--- src/rtl/hgm_pkg.sv ---
package hgm_pkg;
  localparam int DATA_W = 8;
  localparam int CHK_W  = 4;
  localparam int CW_W   = DATA_W + CHK_W;

  typedef logic [CW_W-1:0]   cw_t;
  typedef logic [DATA_W-1:0] data_t;
  typedef logic [CHK_W-1:0]  syn_t;

  // position p (1-based) carries a check bit when p is a power of two
  function automatic bit is_chk_pos(int p);
    return (p & (p - 1)) == 0;
  endfunction

  // spread data bits over the non-check positions, check slots left at zero
  function automatic cw_t spread_data(data_t d);
    cw_t c;
    int  k;
    c = '0;
    k = 0;
    for (int p = 1; p <= CW_W; p++) begin
      if (!is_chk_pos(p)) begin
        c[p-1] = d[k];
        k++;
      end
    end
    return c;
  endfunction

  // gather data bits back out of a codeword
  function automatic data_t gather_data(cw_t c);
    data_t d;
    int    k;
    d = '0;
    k = 0;
    for (int p = 1; p <= CW_W; p++) begin
      if (!is_chk_pos(p)) begin
        d[k] = c[p-1];
        k++;
      end
    end
    return d;
  endfunction
endpackage

--- src/rtl/hgm_encoder.sv ---
module hgm_encoder
  import hgm_pkg::*;
(
  input  data_t din,
  output cw_t   cw
);
  cw_t              base;
  logic [CHK_W-1:0] par;

  assign base = spread_data(din);

  for (genvar b = 0; b < CHK_W; b++) begin : g_par
    logic pb;
    always_comb begin
      pb = 1'b0;
      for (int p = 1; p <= CW_W; p++) begin
        if (p[b]) pb = pb ^ base[p-1];
      end
    end
    assign par[b] = pb;
  end

  always_comb begin
    cw = base;
    for (int b = 0; b < CHK_W; b++) cw[(1 << b) - 1] = par[b];
  end
endmodule

--- src/rtl/hgm_decoder.sv ---
module hgm_decoder
  import hgm_pkg::*;
(
  input  cw_t   raw,
  output data_t data,
  output syn_t  syn,
  output logic  err,
  output logic  uncorr
);
  cw_t flip;

  for (genvar b = 0; b < CHK_W; b++) begin : g_syn
    logic sb;
    always_comb begin
      sb = 1'b0;
      for (int p = 1; p <= CW_W; p++) begin
        if (p[b]) sb = sb ^ raw[p-1];
      end
    end
    assign syn[b] = sb;
  end

  assign err    = (syn != '0);
  assign uncorr = (int'(syn) > CW_W);
  assign flip   = (err && !uncorr) ? (cw_t'(1) << (syn - syn_t'(1))) : '0;
  assign data   = gather_data(raw ^ flip);
endmodule

--- src/rtl/hgm_store.sv ---
module hgm_store
  import hgm_pkg::*;
#(
  parameter int DEPTH  = 16,
  parameter int ADDR_W = $clog2(DEPTH)
) (
  input  logic              clk,
  input  logic              we,
  input  logic [ADDR_W-1:0] waddr,
  input  cw_t               wcw,
  input  logic              inj_en,
  input  logic [ADDR_W-1:0] inj_addr,
  input  cw_t               inj_mask,
  input  logic [ADDR_W-1:0] raddr,
  output cw_t               rcw
);
  cw_t rows [DEPTH];

  for (genvar i = 0; i < DEPTH; i++) begin : g_row
    cw_t row_q;
    cw_t row_d;
    always_comb begin
      row_d = row_q;
      if (we && waddr == ADDR_W'(i)) row_d = wcw;
      if (inj_en && inj_addr == ADDR_W'(i)) row_d = row_d ^ inj_mask;
    end
    always_ff @(posedge clk) row_q <= row_d;
    assign rows[i] = row_q;
  end

  assign rcw = rows[raddr];
endmodule

--- src/rtl/hamming_guard_mem.sv ---
module hamming_guard_mem
  import hgm_pkg::*;
#(
  parameter int DEPTH  = 16,
  parameter int ADDR_W = $clog2(DEPTH)
) (
  input  logic                    clk,
  input  logic                    rst_n,
  input  logic                    req_valid,
  output logic                    req_ready,
  input  logic                    req_write,
  input  logic [ADDR_W-1:0]       req_addr,
  input  logic [hgm_pkg::DATA_W-1:0] req_wdata,
  output logic                    rsp_valid,
  input  logic                    rsp_ready,
  output logic [hgm_pkg::DATA_W-1:0] rsp_data,
  output logic                    rsp_err,
  output logic                    rsp_uncorr,
  output logic [hgm_pkg::CHK_W-1:0]  rsp_syndrome,
  input  logic                    inj_en,
  input  logic [ADDR_W-1:0]       inj_addr,
  input  logic [hgm_pkg::CW_W-1:0]   inj_mask
);
  logic  take, take_wr, take_rd;
  cw_t   enc_cw, rd_cw;
  data_t dec_data;
  syn_t  dec_syn;
  logic  dec_err, dec_unc;
  logic  valid_q;

  assign req_ready = !valid_q || rsp_ready;
  assign take      = req_valid && req_ready;
  assign take_wr   = take && req_write;
  assign take_rd   = take && !req_write;

  hgm_encoder u_enc (
    .din (req_wdata),
    .cw  (enc_cw)
  );

  hgm_store #(.DEPTH(DEPTH), .ADDR_W(ADDR_W)) u_store (
    .clk      (clk),
    .we       (take_wr),
    .waddr    (req_addr),
    .wcw      (enc_cw),
    .inj_en   (inj_en),
    .inj_addr (inj_addr),
    .inj_mask (inj_mask),
    .raddr    (req_addr),
    .rcw      (rd_cw)
  );

  hgm_decoder u_dec (
    .raw    (rd_cw),
    .data   (dec_data),
    .syn    (dec_syn),
    .err    (dec_err),
    .uncorr (dec_unc)
  );

  always_ff @(posedge clk) begin
    if (!rst_n)          valid_q <= 1'b0;
    else if (take_rd)    valid_q <= 1'b1;
    else if (rsp_ready)  valid_q <= 1'b0;
  end

  always_ff @(posedge clk) begin
    if (!rst_n) begin
      rsp_data     <= '0;
      rsp_err      <= 1'b0;
      rsp_uncorr   <= 1'b0;
      rsp_syndrome <= '0;
    end else if (take_rd) begin
      rsp_data     <= dec_data;
      rsp_err      <= dec_err;
      rsp_uncorr   <= dec_unc;
      rsp_syndrome <= dec_syn;
    end
  end

  assign rsp_valid = valid_q;
endmodule

--- config.mk ---
export PLATFORM = sky130hd
export DESIGN_NAME = hamming_guard_mem
export DESIGN_NICKNAME = d
export VERILOG_FILES = /design/src/rtl/hgm_pkg.sv /design/src/rtl/hgm_encoder.sv /design/src/rtl/hgm_decoder.sv /design/src/rtl/hgm_store.sv /design/src/rtl/hamming_guard_mem.sv
export SDC_FILE = /design/constraint.sdc
export NUM_CORES = 1
export LEC_CHECK = 0
export BUFFER_PORTS_ARGS = -buffer_cell sky130_fd_sc_hd__buf_2
export CORE_MARGIN = 1.5
export CORE_UTILIZATION = 55
export CTS_CLUSTER_SIZE = 28
export DETAILED_ROUTE_END_ITERATION = 8
export GPL_TIMING_DRIVEN = 1
export PLACE_DENSITY_LB_ADDON = 0.12
export SLEW_MARGIN = 20
export SYNTH_ARGS = -nofsm -noshare
export SYNTH_HDL_FRONTEND = slang
export SYNTH_SLANG_ARGS = --single-unit
--- constraint.sdc ---
create_clock -name clk -period 3.5 [get_ports clk]
set_clock_uncertainty 0.15 [all_clocks]
set_input_delay 0.7 -clock clk [delete_from_list [all_inputs] [get_ports clk]]
set_output_delay 0.7 -clock clk [all_outputs]
set_load 0.05 [all_outputs]
==> summary.txt, run 1 <==
Run status
  – Outcome: finished, final reports clean

Clock tree
  – CTS max path bufs: 3
  – Reg clk slew, reported paths: 0.06 ns
  – TritonCTS buffer count: 24
  – CTS root buf: clkbuf_16
  – Setup bufs post-CTS: 0
  – CTS tree: done
  – Clock latency on the worst-skew pair: 0.52 ns
  – Hold_buf cts: 0
  – Post-CTS Resized: 0
  – Clock Sinks: 207
  – Clock H-tree levels: 1

Yosys
  – Yosys top cell area share: 37.1%
  – EDFF count, synth: 0
  – Synth Warn #: 0
  – Mean area per synthesized cell: 9.83 sq um
  – Post-Synth XOR/XNOR Area: 18.2%
  – Cell taking the most area after synthesis: dfxtp_1
  – Synth Area in Simple Gates: 11.4%
  – Largest cells by area after synthesis: dfxtp_1 (37%), mux2i_1 (14%), xor2_1 (13%), mux4_2 (10%), nand2_1 (8.3%)
  – Main synth FF type: dfxtp_1
  – Async S/R FF share, synth: 0%
  – Most common cell in the netlist: nand2_1
  – Post-Synth Adder-Cell Area: 0%
  – Synth cell types: 42
  – Most frequent cells after synthesis: nand2_1 (248), dfxtp_1 (207), xor2_1 (168)
  – Syn_nets: 1170
  – #FFs+latches synth: 207
  – Synth Area in Compound Gates: 4.76%
  – Post-synthesis mux area share: 24.4%
  – Largest family of logic cells by synthesized area: multiplexers
  – Register area share after synthesis: 37.1%
  – Synthesized area: 0.0112 sq mm
  – Synth Instances: 1136

Finish
  – Layout cell share with drive strength beyond 1: 20.7%
  – Final cell count without fillers: 1475
  – End-of-flow core utilization: 65.8%
  – Design area: 0.0129 sq mm
  – Antenna Cells: 0
  – Final net count: 1228
  – P&R area growth vs syn: 15.9%

Routing
  – Final ANT Viol Nets: 0
  – Via density: 5.61
  – Avg WL per Cell: 20.8 um
  – Pre-Repair DR Iteration Count: 5
  – DRC viols: 0
  – Via count: 8272
  – WL final: 30700 um
  – DR iter-0 viols: 592

Worst setup path
  – Worst EP arrival: 3.53 ns
  – Worst EP required: 3.79 ns
  – Startpoint Class: input pin
  – Crit-path max FO: 10
  – Critical Path End Type: flop
  – Setup CP Type: input pin to flop

Flow run
  – Max_cap viols: 0

Place
  – Final Wtd Congestion: 0.864
  – Placed Area: 0.0122 sq mm
  – DP HPWL: 20500 um
  – Pre-CTS WS: -0.270 ns
  – PortBufs: 49
  – Placed cells: 1433

Timing
  – Upper clock frequency limit: 309 MHz
  – Slew Viols, Final: 0
  – RSZ-0062 raised after global routing: no
  – Final min period: 3.24 ns
  – Final setup fails: 0
  – Tcrit/Tclk final: 92.5%
  – Setup ws final: 0.263 ns
  – Final setup TNS: 0 ns
  – Rel. slew slack: 47.2%
  – Tightest Pin Transition: 0.786 ns
  – Final Hold Vio Count: 0

Die
  – Die W: 145 um
  – Die ar.: 0.0212 sq mm
  – Initial Util: 56.8%
  – Top Ports: 50
  – Core area: 0.0197 sq mm
  – Site Rows: 51
  – Die height: 145 um

Global route
  – Gr usage total: 29.2%
  – Initial antenna violation count: 1
  – Grt total ovfl: 0
  – Vias in the first global route: 8110
  – First-pass GRT wire length: 47600 um
  – Largest net degree at the start of global routing: 25

Pwr
  – VDD IR max: 555 uV
  – P per Cell Area: 869 mW/mm^2
  – Leak: 5.41 nW

Min path
  – Worst hold path class: flop to flop
[layout make-up]
cell class / count / area, sq um
Clock inverter: 8 / 73.8
Clock buffer: 34 / 689
Timing Repair Buffer: 134 / 1040
Multi-Input combinational cell: 826 / 6660
Fill cell: 1631 / 6720
Inverter: 1 / 3.75
Tap cell: 265 / 332
Sequential cell: 207 / 4140
[final timing paths]
kind | depth (start not counted) | to | slack, ns | start
setup reg to reg | 6 | rsp_data[4] | 0.47 | u_store.g_row[15].row_q[4]
hold / removal | 2 | rsp_uncorr | 0.30 | rsp_uncorr
setup / recovery | 9 | rsp_data[4] | 0.26 | req_addr[0]
hold reg to reg | 2 | rsp_uncorr | 0.30 | rsp_uncorr
[cell usage in the layout (no fill, tap or decap), types with 9 or more instances in the layout]
| cell | count |
|---|---|
| nor3_2 | 9 |
| a21oi_1 | 10 |
| o21ai_0 | 33 |
| buf_12 | 12 |
| dfxtp_1 | 207 |
| clkbuf_16 | 25 |
| xor2_1 | 167 |
| xnor2_1 | 46 |
| a22oi_1 | 16 |
| mux4_2 | 50 |
| buf_4 | 74 |
| mux2i_1 | 160 |
| nand2_1 | 247 |
| buf_2 | 48 |
| nor2_1 | 19 |
[where the power goes]
group	internal, mW	total, mW	switching [mW]
logic	2.39	4.58	2.20
clock network	1.44	2.44	0.997
registers	3.58	4.22	0.635
total	7.41	11.2	3.83
[kinds of logic (layout without fill, tap and decap cells)]
logic type                count (synthesis)  in the layout
and+or+nand+nor                         311            311
xor gates and xnor gates                222            222
muxes                                   210            210
AOI/OAI and AO/OA                        83             83
DFF                                     207            207
buffers and inverters                   103            177
[per-layer routing]
metal	share of wire (%)	GRT usage, %
met1	44	39.0
met2	47	48.2
met3	5.6	4.89
met4	3.4	9.59
met5	0.036	0
[critical path: stages]
cell and delay (ns):
buf_4 0.24, buf_12 0.19, mux4_2 0.49, a22oi_1 0.20, nand2_1 0.26, xor2_2 0.29, xnor3_1 0.44, or4_1 0.55
a31oi_1 0.16
[metrics by stage]
stage / hold WS (ns) / power [mW]
after detailed placement: 0.290 / 8.80
final: 0.298 / 11.2
after floorplan: 0.366 / 7.53
after global placement: 0.289 / 8.65
after global routing: 0.325 / 11.9
after CTS: 0.298 / 11.2
[state kept, by name (all words and copies together), names as in the netlist]
| register | count |
|---|---|
| rsp_data | 8 |
| rsp_err | 1 |
| u_store.g_row.row_q | 192 |
| rsp_valid | 1 |
| rsp_syndrome | 4 |
| rsp_uncorr | 1 |
No activity file was read; power rests on OpenSTA's default activity.
==> run 2, diff against run 1 <==
- CELL_PAD_IN_SITES_DETAIL_PLACEMENT: default -> 1
- CELL_PAD_IN_SITES_GLOBAL_PLACEMENT: default -> 2
- CORE_UTILIZATION: 55 -> 37
==> run 2 against run 1 <==
Critical path depth rose by 1; largest power group unchanged; worst hold slack improved by 0.0061 ns; sequential cell count did not move; worst setup slack got worse by 0.089 ns; maximum frequency fell by 2.7%; via count rose by 0.71%; die area rose by 48%; register-to-register slack got worse by 0.04 ns; combinational power rose by 4%; global-route usage fell by 4.4 points; sequential power rose by 1%.
==> summary.txt, run 2 (same netlist as run 1, synthesis figures left out) <==
Run status
  – Outcome: finished, final reports clean

Worst setup path
  – CP max-delay cell: mux4_2
  – Startpoint Class: input pin
  – Crit-path max FO: 10
  – Worst EP required: 3.81 ns
  – Critical Path End Type: flop
  – CP delay by family, top: simple AND/OR/NAND/NOR gates
  – Setup CP Type: input pin to flop
  – Crit path largest cell delay: 0.49 ns
  – CP Buf/Inv Count: 2
  – Crit path cell chain: buf_4, buf_12, mux4_2, a22oi_1, nand2_1, xor2_1, xnor3_2, nand2b_1, or4_1, a31oi_1
  – FF-to-FF End: rsp_data[0]
  – RR Startpoint: u_store.g_row[11].row_q[4]
  – R2R depth: 6
  – Worst EP arrival: 3.63 ns
  – Reg2Reg Setup Slack: 0.43 ns

Timing
  – Upper clock frequency limit: 301 MHz
  – RSZ-0062 raised after global routing: no
  – Tightest Pin Transition: 0.658 ns
  – Final min period: 3.33 ns
  – Tcrit/Tclk final: 95.0%
  – Final Hold Vio Count: 0
  – Slew Viols, Final: 0
  – Final setup fails: 0
  – Rel. slew slack: 55.9%
  – Final setup TNS: 0 ns

Place
  – Placed cells: 1562
  – Final Wtd Congestion: 0.802
  – DP HPWL: 25300 um
  – PortBufs: 49
  – Placed Area: 0.0123 sq mm

Die
  – Die ar.: 0.0312 sq mm
  – Top Ports: 50
  – Site Rows: 63
  – Die height: 177 um
  – Core area: 0.0296 sq mm
  – Initial Util: 37.7%
  – Die W: 177 um

Pwr
  – Leak: 5.50 nW
  – P per Cell Area: 896 mW/mm^2
  – VDD IR max: 449 uV

Finish
  – Layout cell share with drive strength beyond 1: 21.4%
  – Number of flip-flops under the largest register name: 192
  – Register area: 0.00414 sq mm
  – Largest Register: u_store.g_row.row_q
  – Final cell count without fillers: 1610
  – Fillers: 3347
  – End-of-flow core utilization: 44.6%
  – P&R area growth vs syn: 18.5%
  – Design area: 0.0132 sq mm
  – Largest regs: u_store.g_row.row_q x192, rsp_data x8, rsp_syndrome x4
  – Commonest non-fill, non-tap cell in the layout: nand2_1
  – Final net count: 1234
  – Multi-input combinational cell area: 0.00665 sq mm
  – Antenna Cells: 0
  – Most frequent cells in the layout: nand2_1 (247), dfxtp_1 (207), xor2_1 (167)

Routing
  – Via density: 5.17
  – DR iter-0 viols: 519
  – Final ANT Viol Nets: 0
  – Avg WL per Cell: 23.7 um
  – WL final: 38100 um
  – Pre-Repair DR Iteration Count: 5
  – DRC viols: 0
  – Via count: 8331

Global route
  – First-pass GRT wire length: 56900 um
  – Grt total ovfl: 0
  – Vias in the first global route: 8752
  – Largest net degree at the start of global routing: 25
  – Gr usage total: 24.8%
  – Initial antenna violation count: 0

Clock tree
  – Reg clk slew, reported paths: 0.06 ns
  – Clock H-tree levels: 1
  – CTS max path bufs: 3
  – TritonCTS buffer count: 26
  – Clock latency on the worst-skew pair: 0.54 ns
  – CTS root buf: clkbuf_16
  – Hold_buf cts: 0
  – Clock Sinks: 207
  – Setup bufs post-CTS: 0
  – Post-CTS Resized: 0
  – CTS tree: done

Flow run
  – Max_cap viols: 0

Min path
  – Hold path endpoint: rsp_uncorr
  – Worst Hold Depth: 2
  – Worst hold path class: flop to flop
  – Worst hold path startpoint: rsp_uncorr
## run 2: changes by cell type in the layout (fill, tap and decap cells not counted), sizes merged
cell	delta
buf	+4
clkinvlp	-2
clkbuf	+7
bufinv	+1
## run 2: through the flow
stage	total power [mW]	worst slack [ns]	hold slack, ns
after detailed placement	9.05	-0.373	0.297
final	11.9	0.174	0.304
after CTS	11.9	0.190	0.306
after global routing	12.6	0.0338	0.347
after floorplan	7.53	0.00371	0.366
after global placement	8.88	-0.299	0.301
## run 2: worst max-delay path by stage
| stage | start | to | slack, ns | depth (start not counted) |
|---|---|---|---|---|
| after floorplan | req_addr[0] | rsp_data[6] | 0.004 | 11 |
| after global placement | req_addr[0] | rsp_data[5] | -0.30 | 10 |
| after detailed placement | req_addr[0] | rsp_data[2] | -0.37 | 11 |
| after CTS | req_addr[0] | rsp_data[2] | 0.19 | 11 |
| after global routing | req_addr[0] | rsp_data[5] | 0.03 | 10 |
| final | req_addr[0] | rsp_data[5] | 0.17 | 10 |
## run 2: layout make-up
class / count / share of cell area (%)
flip-flops and latches: 207 / 31.3
inverters: 1 / 0.0284
multi-input cells: 826 / 50.3
clock inverters: 7 / 0.643
clock buffers: 41 / 6.18
well taps: 390 / 3.69
repair buffers: 138 / 7.87
## run 2: per-layer routing
| metal | part of all wire [%] | global-route usage, % | up-vias |
|---|---|---|---|
| met3 | 3.2 | 3.05 | 47 |
| met4 | 2.5 | 6.18 | 0 |
| met2 | 48 | 42.3 | 149 |
| met5 | 0 | 0 | - |
| met1 | 46 | 33.3 | 4176 |
| li1 | - | - | 3959 |
## run 2: worst min-delay path, stage by stage (launching register included)
cell and delay [ns]:
dfxtp_1 0.31, nand2_1 0.05, a21oi_1 0.05
## run 2: report_power, final
group	internal [mW]	leakage (nW)	switching, mW
clock network	1.74	0.451	1.08
registers	3.59	1.74	0.696
logic	2.45	3.31	2.31
total	7.77	5.50	4.09
==> run 3, diff against run 2 <==
- CORE_UTILIZATION: 37 -> 44
- clock period: 3.5 -> 4.3 ns (I/O delays scaled with it)
==> run 3 against run 2 <==
Non-clock buffer count decreased by 41; register-to-register slack improved by 0.65 ns; utilization increased by 6.1 points; die area decreased by 16%; critical endpoint is now rsp_data[4]; largest cell class unchanged; global-route usage increased by 3.4 points; highest routed layer unchanged.
==> summary.txt, run 3 (same netlist as run 1, synthesis figures left out) <==
Run status
  – Outcome: finished, final reports clean

Finish
  – Antenna Cells: 0
  – Number of flip-flops under the largest register name: 192
  – Largest Register: u_store.g_row.row_q
  – Register area: 0.00414 sq mm
  – Largest regs: u_store.g_row.row_q x192, rsp_data x8, rsp_syndrome x4
  – Most frequent cells in the layout: nand2_1 (248), dfxtp_1 (207), xor2_1 (168)
  – Layout cell share with drive strength beyond 1: 18.2%
  – Commonest non-fill, non-tap cell in the layout: nand2_1
  – Design area: 0.0127 sq mm
  – Multi-input combinational cell area: 0.00667 sq mm
  – Final net count: 1191
  – Fillers: 2814
  – P&R area growth vs syn: 13.8%

Timing
  – Upper clock frequency limit: 269 MHz
  – RSZ-0062 raised after global routing: no
  – Slew Viols, Final: 0
  – Final Hold Vio Count: 0
  – Final setup TNS: 0 ns
  – Final setup fails: 0
  – Tightest Pin Transition: 1.12 ns
  – Rel. slew slack: 25.2%
  – Final min period: 3.72 ns
  – Tcrit/Tclk final: 86.5%

Global route
  – Grt total ovfl: 0
  – Gr usage total: 28.2%
  – Vias in the first global route: 8511
  – Largest net degree at the start of global routing: 25
  – First-pass GRT wire length: 54800 um
  – Initial antenna violation count: 0

Worst setup path
  – Worst EP arrival: 4.01 ns
  – Setup CP Type: input pin to flop
  – Critical Path End Type: flop
  – Crit path largest cell delay: 0.58 ns
  – Startpoint Class: input pin
  – Crit path cell chain: buf_4, buf_12, mux4_2, a22oi_1, nand2_1, xor2_1, xnor3_1, or4_1, a31oi_1
  – CP Buf/Inv Count: 2
  – CP max-delay cell: or4_1
  – Worst EP required: 4.59 ns
  – Crit-path max FO: 18
  – CP delay by family, top: simple AND/OR/NAND/NOR gates

Clock tree
  – CTS root buf: clkbuf_16
  – Clock H-tree levels: 1
  – Reg clk slew, reported paths: 0.05 ns
  – CTS tree: done
  – Clock latency on the worst-skew pair: 0.52 ns
  – TritonCTS buffer count: 24
  – CTS max path bufs: 3
  – Clock Sinks: 207
  – Setup bufs post-CTS: 0
  – Hold_buf cts: 0
  – Post-CTS Resized: 0

Pwr
  – Leak: 5.25 nW
  – P per Cell Area: 717 mW/mm^2
  – Seq pwr share: 38.1%
  – VDD IR max: 337 uV
  – Gate power share: 38.3%
  – Int Pwr: 5.86 mW
  – Psw: 3.24 mW
  – Clock Power Share: 23.6%
  – Switching share of power: 35.6%

Die
  – Die ar.: 0.0263 sq mm
  – Site Rows: 58
  – Die height: 162 um
  – Core area: 0.0250 sq mm
  – Top Ports: 50
  – Initial Util: 44.6%
  – Die W: 162 um

Min path
  – Worst hold path class: flop to flop

Routing
  – Avg WL per Cell: 24.3 um
  – WL final: 36600 um
  – Via density: 5.55
  – DR iter-0 viols: 622
  – DRC viols: 0
  – Final ANT Viol Nets: 0
  – Via count: 8348
  – Pre-Repair DR Iteration Count: 4

Place
  – PortBufs: 49
  – DP HPWL: 23800 um
  – Placed Area: 0.0119 sq mm
  – Final Wtd Congestion: 0.797

Flow run
  – Max_cap viols: 0
-- run 3: changes by cell type in the layout (fill, tap and decap cells not counted), sizes merged --
cell	delta
buf	-41
clkbuf	-5
clkinv	-1
clkinvlp	+1
-- run 3: metal layers --
layer | track usage, % | part of all wire (%) | vias up
li1 | - | - | 3874
met1 | 38.2 | 46 | 4251
met2 | 47.6 | 48 | 174
met3 | 3.32 | 3.6 | 49
met4 | 7.63 | 2.7 | 0
met5 | 0 | 0 | -
-- run 3: stage by stage --
stage | std cells | total power, mW | hold slack (ns) | setup WS, ns | util [%]
2_1_floorplan | 1136 | 6.12 | 0.366 | 0.597 | -
3_3_place_gp | 1461 | 6.78 | 0.293 | 0.146 | 47.4
3_5_place_dp | 1461 | 6.94 | 0.302 | 0.0386 | 47.4
4_1_cts | 1504 | 9.12 | 0.310 | 0.565 | 50.7
5_1_grt | 1504 | 9.62 | 0.342 | 0.407 | 50.7
6_report | 1504 | 9.11 | 0.305 | 0.581 | 50.7
-- run 3: worst reg2reg max path, stage by stage, from the launching register on --
cell	delay, ns
dfxtp_1	0.32
mux4_2	0.46
mux4_2	0.62
xnor2_4	0.22
xnor3_1	0.60
or4_1	0.58
a31oi_1	0.19
-- run 3: power by group through the flow --
stage,combinational [mW],sequential [mW],clock (mW)
floorplan,2.76,3.36,0
global placement,3.31,3.47,0
detailed placement,3.46,3.48,0
CTS,3.49,3.46,2.18
global route,3.80,3.57,2.25
finish,3.49,3.47,2.15
-- run 3: layout make-up --
class                   instances  area share [%]
clock buffers                  36            5.80
clock inverters                 7           0.719
repair buffers                 97            5.08
well taps                     330            3.25
inverters                       1          0.0296
flip-flops and latches        207            32.6
multi-input cells             826            52.5
-- run 3: path summary, 6_finish.rpt --
| path | start | endpoint | slack, ns | cells after the start |
|---|---|---|---|---|
| hold / removal | rsp_uncorr | rsp_uncorr | 0.30 | 2 |
| setup / recovery | req_addr[0] | rsp_data[4] | 0.58 | 9 |
| hold reg to reg | rsp_uncorr | rsp_uncorr | 0.30 | 2 |
| setup reg to reg | u_store.g_row[15].row_q[4] | rsp_data[4] | 1.08 | 6 |
